`src/rtl/vdma_pkg.sv`:
```
package vdma_pkg;
  typedef enum logic [2:0] {
    FT_NONE    = 3'd0,
    FT_DLIST   = 3'd1,
    FT_PLAYER  = 3'd2,
    FT_MISSILE = 3'd3,
    FT_CHAR    = 3'd4,
    FT_PFDATA  = 3'd5,
    FT_REFRESH = 3'd6
  } fetch_e;

  localparam logic [1:0] MC_TEXT  = 2'd1;
  localparam logic [1:0] MC_HIRES = 2'd2;

  localparam logic [1:0] WS_NARROW = 2'd0;
  localparam logic [1:0] WS_NORMAL = 2'd1;

  localparam logic [7:0] DL_SLOT0 = 8'd0;
  localparam logic [7:0] DL_SLOT1 = 8'd10;
  localparam logic [7:0] DL_SLOT2 = 8'd12;
  localparam logic [7:0] PL_FIRST = 8'd2;
  localparam logic [7:0] PL_LAST  = 8'd8;
endpackage

```
`src/rtl/vdma_fixed_slots.sv`:
```
module vdma_fixed_slots
  import vdma_pkg::*;
#(
  parameter int MISSILE_CCLK = 226
) (
  input  logic [7:0] hpos_i,
  input  logic       disp_i,
  input  logic       dl_en_i,
  input  logic       dl_ext_i,
  input  logic       row_first_i,
  input  logic       player_en_i,
  input  logic       missile_en_i,
  output logic       dl_hit_o,
  output logic       player_hit_o,
  output logic       missile_hit_o
);
  logic dl_slot, op_slot;

  assign dl_slot = (hpos_i == DL_SLOT0);
  assign op_slot = (hpos_i == DL_SLOT1) || (hpos_i == DL_SLOT2);

  assign dl_hit_o = dl_en_i && disp_i && row_first_i && (dl_slot || (dl_ext_i && op_slot));

  assign player_hit_o = player_en_i && (hpos_i >= PL_FIRST) && (hpos_i <= PL_LAST)
                        && !hpos_i[0];

  // sprite DMA drags missile DMA along
  assign missile_hit_o = (missile_en_i || player_en_i) && (hpos_i == 8'(MISSILE_CCLK));
endmodule

```
`src/rtl/vdma_pf_slots.sv`:
```
module vdma_pf_slots
  import vdma_pkg::*;
#(
  parameter int NARROW_START = 64,
  parameter int NORMAL_START = 48,
  parameter int WIDE_START   = 32,
  parameter int NARROW_BYTES = 32,
  parameter int NORMAL_BYTES = 40,
  parameter int WIDE_BYTES   = 48
) (
  input  logic [7:0] hpos_i,
  input  logic       active_i,
  input  logic [1:0] mode_i,
  input  logic [1:0] width_i,
  input  logic       row_first_i,
  output logic       char_hit_o,
  output logic       data_hit_o
);
  localparam int AW = 10;

  logic [AW-1:0] start, bytes, off, idx, limit;
  logic          in_win, ok, is_text, is_hires;
  logic [2:0]    phase;

  always_comb begin
    case (width_i)
      WS_NARROW: begin start = AW'(NARROW_START); bytes = AW'(NARROW_BYTES); end
      WS_NORMAL: begin start = AW'(NORMAL_START); bytes = AW'(NORMAL_BYTES); end
      default:   begin start = AW'(WIDE_START);   bytes = AW'(WIDE_BYTES);   end
    endcase
    is_text  = (mode_i == MC_TEXT);
    is_hires = (mode_i == MC_HIRES);
    in_win   = ({2'b00, hpos_i} >= start);
    off      = {2'b00, hpos_i} - start;
    // text rows run half the bytes at double pitch
    idx      = is_text ? (off >> 3) : (off >> 2);
    limit    = is_text ? (bytes >> 1) : bytes;
    phase    = is_text ? off[2:0] : {1'b0, off[1:0]};
    ok       = active_i && in_win && (idx < limit);

    char_hit_o = 1'b0;
    data_hit_o = 1'b0;
    if (ok) begin
      if (is_text || is_hires) begin
        char_hit_o = (phase == 3'd0) && row_first_i;
        data_hit_o = (phase == 3'd2);
      end else begin
        data_hit_o = (phase == 3'd0) && row_first_i;
      end
    end
  end
endmodule

```
`src/rtl/vdma_ref_slots.sv`:
```
module vdma_ref_slots #(
  parameter int REF_START = 86,
  parameter int REF_STEP  = 16,
  parameter int REF_COUNT = 9
) (
  input  logic [7:0] hpos_i,
  output logic       ref_hit_o
);
  logic [REF_COUNT-1:0] hit;

  for (genvar k = 0; k < REF_COUNT; k++) begin : g_ref
    assign hit[k] = ({2'b00, hpos_i} == 10'(REF_START + k * REF_STEP));
  end

  assign ref_hit_o = |hit;
endmodule

```
`src/rtl/vdma_sched.sv`:
```
module vdma_sched
  import vdma_pkg::*;
#(
  parameter int LINE_CCLK    = 228,
  parameter int DISP_FIRST   = 8,
  parameter int DISP_END     = 248,
  parameter int MISSILE_CCLK = 226,
  parameter int NARROW_START = 64,
  parameter int NORMAL_START = 48,
  parameter int WIDE_START   = 32,
  parameter int NARROW_BYTES = 32,
  parameter int NORMAL_BYTES = 40,
  parameter int WIDE_BYTES   = 48,
  parameter int REF_START    = 86,
  parameter int REF_STEP     = 16,
  parameter int REF_COUNT    = 9
) (
  input  logic       clk_i,
  input  logic       rst_ni,
  input  logic [7:0] hpos_i,
  input  logic [8:0] vpos_i,
  input  logic       dl_en_i,
  input  logic       dl_ext_i,
  input  logic       player_en_i,
  input  logic       missile_en_i,
  input  logic       pf_en_i,
  input  logic [1:0] mode_i,
  input  logic [1:0] width_i,
  input  logic       row_first_i,
  output logic       halt_o,
  output logic [2:0] fetch_o
);
  logic   disp, slot_ok;
  logic   dl_hit, player_hit, missile_hit, char_hit, data_hit, ref_hit;
  fetch_e fetch_d, fetch_q;
  logic   halt_d, halt_q, past_ok_q;

  assign disp    = (vpos_i >= 9'(DISP_FIRST)) && (vpos_i < 9'(DISP_END));
  assign slot_ok = !hpos_i[0] && (hpos_i < 8'(LINE_CCLK));

  vdma_fixed_slots #(.MISSILE_CCLK(MISSILE_CCLK)) fixed_i (
    .hpos_i       (hpos_i),
    .disp_i       (disp),
    .dl_en_i      (dl_en_i),
    .dl_ext_i     (dl_ext_i),
    .row_first_i  (row_first_i),
    .player_en_i  (player_en_i),
    .missile_en_i (missile_en_i),
    .dl_hit_o     (dl_hit),
    .player_hit_o (player_hit),
    .missile_hit_o(missile_hit)
  );

  vdma_pf_slots #(
    .NARROW_START(NARROW_START), .NORMAL_START(NORMAL_START), .WIDE_START(WIDE_START),
    .NARROW_BYTES(NARROW_BYTES), .NORMAL_BYTES(NORMAL_BYTES), .WIDE_BYTES(WIDE_BYTES)
  ) pf_i (
    .hpos_i     (hpos_i),
    .active_i   (pf_en_i && disp),
    .mode_i     (mode_i),
    .width_i    (width_i),
    .row_first_i(row_first_i),
    .char_hit_o (char_hit),
    .data_hit_o (data_hit)
  );

  vdma_ref_slots #(.REF_START(REF_START), .REF_STEP(REF_STEP), .REF_COUNT(REF_COUNT)) ref_i (
    .hpos_i   (hpos_i),
    .ref_hit_o(ref_hit)
  );

  // fixed priority: display list, sprite/missile, playfield, refresh
  always_comb begin
    fetch_d = FT_NONE;
    if (slot_ok) begin
      if      (dl_hit)      fetch_d = FT_DLIST;
      else if (player_hit)  fetch_d = FT_PLAYER;
      else if (missile_hit) fetch_d = FT_MISSILE;
      else if (char_hit)    fetch_d = FT_CHAR;
      else if (data_hit)    fetch_d = FT_PFDATA;
      else if (ref_hit)     fetch_d = FT_REFRESH;
    end
    halt_d = slot_ok && (dl_hit || player_hit || missile_hit || char_hit || data_hit || ref_hit);
  end

  always_ff @(posedge clk_i or negedge rst_ni) begin
    if (!rst_ni) begin
      fetch_q   <= FT_NONE;
      halt_q    <= 1'b0;
      past_ok_q <= 1'b0;
    end else begin
      fetch_q   <= fetch_d;
      halt_q    <= halt_d;
      past_ok_q <= 1'b1;
    end
  end

  assign fetch_o = fetch_q;
  assign halt_o  = halt_q;

  assert_halt_match_R1: assert property (@(posedge clk_i) disable iff (!rst_ni)
    halt_o == (fetch_o != 3'd0));

  assert_odd_slot_idle_R1: assert property (@(posedge clk_i) disable iff (!rst_ni)
    (past_ok_q && $past(hpos_i[0])) |-> (fetch_o == 3'd0));

  assert_dl_first_byte_R2: assert property (@(posedge clk_i) disable iff (!rst_ni)
    (past_ok_q && $past(hpos_i == 8'd0 && dl_en_i && row_first_i && disp))
      |-> (fetch_o == 3'd1));

  assert_missile_forced_R4: assert property (@(posedge clk_i) disable iff (!rst_ni)
    (past_ok_q && $past(player_en_i && hpos_i == 8'(MISSILE_CCLK)))
      |-> (fetch_o == 3'd3));

  assert_gfx_later_line_quiet_R6: assert property (@(posedge clk_i) disable iff (!rst_ni)
    (past_ok_q && $past(!row_first_i && (mode_i == 2'd0 || mode_i == 2'd3)))
      |-> (fetch_o != 3'd4 && fetch_o != 3'd5));

  assert_no_dl_outside_display_R2: assert property (@(posedge clk_i) disable iff (!rst_ni)
    (past_ok_q && $past(!disp)) |-> (fetch_o != 3'd1 && fetch_o != 3'd4 && fetch_o != 3'd5));
endmodule

```
`config.mk`:
```
export PLATFORM = sky130hd
export DESIGN_NAME = vdma_sched
export DESIGN_NICKNAME = d
export VERILOG_FILES = /design/src/rtl/vdma_pkg.sv /design/src/rtl/vdma_fixed_slots.sv /design/src/rtl/vdma_pf_slots.sv /design/src/rtl/vdma_ref_slots.sv /design/src/rtl/vdma_sched.sv
export SDC_FILE = /design/constraint.sdc
export NUM_CORES = 1
export LEC_CHECK = 0
export BUFFER_PORTS_ARGS = -buffer_cell sky130_fd_sc_hd__buf_4
export CAP_MARGIN = 20
export CORE_MARGIN = 3
export CORE_UTILIZATION = 47
export CTS_CLUSTER_DIAMETER = 100
export DETAILED_ROUTE_END_ITERATION = 6
export PLACE_DENSITY = 0.84
export SLEW_MARGIN = 30
export SYNTH_ARGS = -nofsm -noshare
export SYNTH_HDL_FRONTEND = slang
export SYNTH_HIERARCHICAL = 1
export SYNTH_SLANG_ARGS = --single-unit
```
`constraint.sdc`:
```
create_clock -name clk_i -period 1.1 [get_ports clk_i]
set_input_delay 0.22 -clock clk_i [delete_from_list [all_inputs] [get_ports clk_i]]
set_output_delay 0.22 -clock clk_i [all_outputs]
set_load 0.1 [all_outputs]
```
==> results of run 1 <==
==> per-stage QoR <==
| stage | area (um^2) | worst slack (ps) | std cells | util, % |
|---|---|---|---|---|
| 3_3_place_gp | 1079 | -1585 | 141 | 89.79 |
| 4_1_cts | 1142 | -1463 | 147 | 95.10 |
| 2_1_floorplan | 699.4 | -1397 | 81 | - |
| 3_5_place_dp | 1079 | -1762 | 141 | 89.79 |
==> repair_timing <==
| item | CTS |
|---|---|
| pin swaps | 3 |
| buffers inserted | 1 |
| resized for setup | 6 |
| setup endpoints to repair | 4 |
| hold buffers | 1 |
| endpoints found under the hold margin | 4 |
==> cells by family after synthesis <==
family	synth area share (%)
buf+inv	3.475
xor+xnor	2.703
fa+ha+maj	14.67
flops	15.44
mux	3.282
simple gates	38.42
compound gates	22.01
==> impl_results.md, run 1 <==
- GRT worst endpoint: fetch_o[2]$_DFF_PN0_/D
- Register area share after synthesis: 15.44%
- Synth unique cells: 42
- Post-Syn Instances: 81
- Yosys warning count: 6
- H-tree depth: 1
- CTS sink cnt: 4
- Top cell type's share of synthesized area: 15.44%
- Root Driver: clkbuf_4
- Port Buf Inserts: 29
- Die H: 43.14 um
- IO Count: 33
- Err: [ERROR DPL-0038] Utilization greater than 100%, impossible to legalize
- Commonest cells post-synth: ha_1, nor2_1, a21oi_1, inv_1, nor3_1
- Initial Utilization: 53.96%
- HPWL Detailed: 1944 um
- Synthesized cell area: 648.1 um^2
- Horiz. Die Dim: 43.14 um
- Mean Syn Cell Area: 8.002 um^2
- Top_reg_cell synth: dfrtp_1
- Syn_nets: 117
- Fail Step: 5_1_grt
- Worst ep type: register input
- CTS Buf Count: 3
- Asr flop ratio synth: 100.0%
- Yosys reg bits: 4
- Row count: 12
- Placer Congestion: 0.8261
- Post-synth EDFFs: 0
- Synth top area cells: dfrtp_1, ha_1, a21oi_1
- Largest net degree at the start of global routing: 9
- Clock Tree Buf Depth: 2
- Run status: did not finish
- Dominant cell type by area after synthesis: dfrtp_1
==> inputs of run 2 (changes only) <==
--- a/config.mk
+++ b/config.mk
@@ -7,11 +7,10 @@
 export LEC_CHECK = 0
 export BUFFER_PORTS_ARGS = -buffer_cell sky130_fd_sc_hd__buf_4
 export CAP_MARGIN = 20
-export CORE_MARGIN = 3
-export CORE_UTILIZATION = 47
-export CTS_CLUSTER_DIAMETER = 100
+export CORE_AREA = 3 3 64 66
 export DETAILED_ROUTE_END_ITERATION = 6
-export PLACE_DENSITY = 0.84
+export DIE_AREA = 0 0 67 69
+export PLACE_DENSITY_LB_ADDON = 0.15
 export SLEW_MARGIN = 30
 export SYNTH_ARGS = -nofsm -noshare
 export SYNTH_HDL_FRONTEND = slang
==> run 2 against run 1 <==
Net effect:
- the flow now finishes, with violations (setup timing)
- synthesized area did not move
- synthesized cell count did not move
==> impl_results.md, run 2 <==
- Combinational family with the most area after synthesis: simple AND/OR/NAND/NOR gates (unchanged)
- Slew Viols, Final: 0
- DP Area: 1109 um^2 (was 1079 um^2)
- GRT Util Overall: 8.380%
- Antenna Cells: 0
- Setup TNS Final: -5560 ps
- Synth Area in XOR/XNOR: 2.703% (unchanged)
- Hold crit path type: primary input to asynchronous set/reset pin
- Synth unique cells: 42 (unchanged)
- WS Path Type: primary input to register
- RSZ-0062 raised after global routing: yes
- Reg clk slew, reported paths: 30 ps
- Die ar.: 4623 um^2
- Die H: 69 um (was 43.14 um)
- Leakage power total: 0.5594 nW
- Post-Syn Instances: 81 (unchanged)
- Worst slack, placed: -1703 ps (was -1762 ps)
- Synthesized cell area: 648.1 um^2 (unchanged)
- Routed WL: 1852 um
- Synth top area cells: dfrtp_1, ha_1, a21oi_1 (unchanged)
- DR vias/cell: 4.337
- Setup crit end kind: register
- Port Buf Inserts: 29 (unchanged)
- Pwr Density: 759.5 nW/um^2
- CTS sink cnt: 4 (unchanged)
- Synth Area in Compound Gates: 22.01% (unchanged)
- Dominant cell type by area after synthesis: dfrtp_1 (unchanged)
- Global route overflow: 0
- Initial Utilization: 17.84% (was 53.96%)
- CP required: 1190 ps
- Most common cell after layout, fill and taps aside: buf_4
- Failing checks: setup timing
- Top_reg_cell synth: dfrtp_1 (unchanged)
- Fin cells: 181
- Layout cell share with drive strength beyond 1: 57.14%
- IO Count: 33 (unchanged)
- Endpoints failing hold: 0
- Arrival @ worst endpoint: 2630 ps
- Clock Tree Buf Depth: 2 (unchanged)
- Fin crit share: 231.2%
- Run status: complete, but fails checks (was did not finish)
- Register area share after synthesis: 15.44% (unchanged)
- Post-synth EDFFs: 0 (unchanged)
- CTS tree: built
- Commonest cells post-synth: ha_1, nor2_1, a21oi_1, inv_1, nor3_1 (unchanged)
- Worst vdd ir: 0.1817 mV
- Vias in the first global route: 794
- Asr flop ratio synth: 100.0% (unchanged)
- Critical-path maximum fanout: 3
- Root Driver: clkbuf_8 (was clkbuf_4)
- Relative slew margins: 78.66%
- Yosys warning count: 6 (unchanged)
- Leading cell types in the layout, fill and taps excluded: buf_4, nor2_1, ha_1
- Horiz. Die Dim: 67 um (was 43.14 um)
- Initial antenna violation count: 0
- Std-Cell Core Area: 3633 um^2
- Max_cap viols: 0
- DR vias: 785
- Top achievable clock speed: 393.2 MHz
- Routed len/inst: 10.23 um
- DRC viols: 0
- Syn_nets: 117 (unchanged)
- DRT iter0 DRCs: 21
- Max FFs per register: 3
- Largest net degree at the start of global routing: 9
- Post-route ant nets: 0
- Mean Syn Cell Area: 8.002 um^2 (unchanged)
- Final min period: 2543 ps
- Design Area, Final: 1226 um^2
- Count of nets after finishing: 170
- First-pass GRT wire length: 3091 um
- H-tree depth: 1 (unchanged)
- HPWL Detailed: 1668 um (was 1944 um)
- Final-report setup violation count: 4
- CP startpoint kind: primary input
- Worst setup margin: -1443 ps
- Post-Synth Simple-Gate Area: 38.42% (unchanged)
- Cells after DPL: 175 (was 141)
- Top cell type's share of synthesized area: 15.44% (unchanged)
- Row count: 22 (was 12)
- Post-Synth Adder-Cell Area: 14.67% (unchanged)
- CTS Buf Count: 3 (unchanged)
- Synth-to-Final Area Change: 89.19%
- Yosys reg bits: 4 (unchanged)
- TritonRoute pass-1 iters: 4
- Worst-margin pin slew: 315.7 ps
- Mux contribution to synthesized area: 3.282% (unchanged)
- Placer Congestion: 0.6968 (was 0.8261)
[run 2: metrics by stage]
| stage | total power [W] | utilization, % | hold WS [ps] |
|---|---|---|---|
| after floorplan | 0.0003650 | - | -75.59 |
| after global placement | 0.0005486 | 30.51 | 16.00 |
| after detailed placement | 0.0005552 | 30.51 | 18.39 |
| after CTS | 0.0009397 | 33.57 | 339.6 |
| after global routing | 0.0009949 | 33.75 | 346.8 |
| final | 0.0009313 | 33.75 | 339.4 |
[run 2: logic make-up (layout without fill, tap and decap cells)]
family,after synthesis,count (layout)
and+or+nand+nor,39,39
AOI/OAI and AO/OA,21,21
adders and majority gates,7,7
buffers and inverters,6,58
DFF,4,4
xor gates and xnor gates,2,2
muxes,2,2
[run 2: per-layer routing]
layer	vias up	part of all wire (%)	wire length, um	global-route usage [%]
li1	409	-	-	-
met1	362	39	723	8.687
met2	12	56	1046	16.05
met3	2	3.6	66	0.6515
met4	0	0.76	14	4.054
met5	-	0	0	0
[run 2: critical path, stage by stage]
cell and delay (ps):
buf_6 90, or2_4 260, inv_2 70, ha_4 180, nor2b_4 120, o31a_1 260
a21oi_2 110, a21oi_1 80, ha_1 330, nand2_2 60, a31o_4 210, a2bb2oi_4 200
nor3_4 70, nor2b_1 130, o21bai_1 150, a21oi_1 80
[run 2: report_power, final]
| part | switching, W | internal, W | leakage [nW] |
|---|---|---|---|
| Combinational | 0.000211 | 0.000245 | 0.486 |
| Sequential | 0.000000855 | 0.000152 | 0.0506 |
| Clock | 0.0000748 | 0.000247 | 0.0228 |
| Total | 0.000287 | 0.000645 | 0.559 |
[run 2: cell type report]
class                      instances  area, um^2
multi-input combinational         71       624.3
tap                               48       60.06
sequential                         4       103.9
clock buffer                       4       45.04
inverter                           5       18.77
fill                             403        2407
timing repair buffer              49       374.1
[run 2: final timing paths]
kind,start,cells past startpoint,to,slack (ps)
min in group clk_i,hpos_i[0],4,fetch_o[1],490
max,width_i[1],16,fetch_o[0],-1440
max in group asynchronous,rst_ni,2,fetch_o[1],640
min,rst_ni,2,fetch_o[2],340
[run 2: repair_timing]
item / in CTS / in global routing
endpoints found under the setup margin: 4 / 4
buffers inserted: 1 / 0
resized for setup: 8 / 3
hold endpoints to repair: 4 / 0
hold buffers: 1 / 0
pin swaps: 5 / 6
cloned: 0 / 0
No activity file was read; power rests on OpenSTA's default activity.
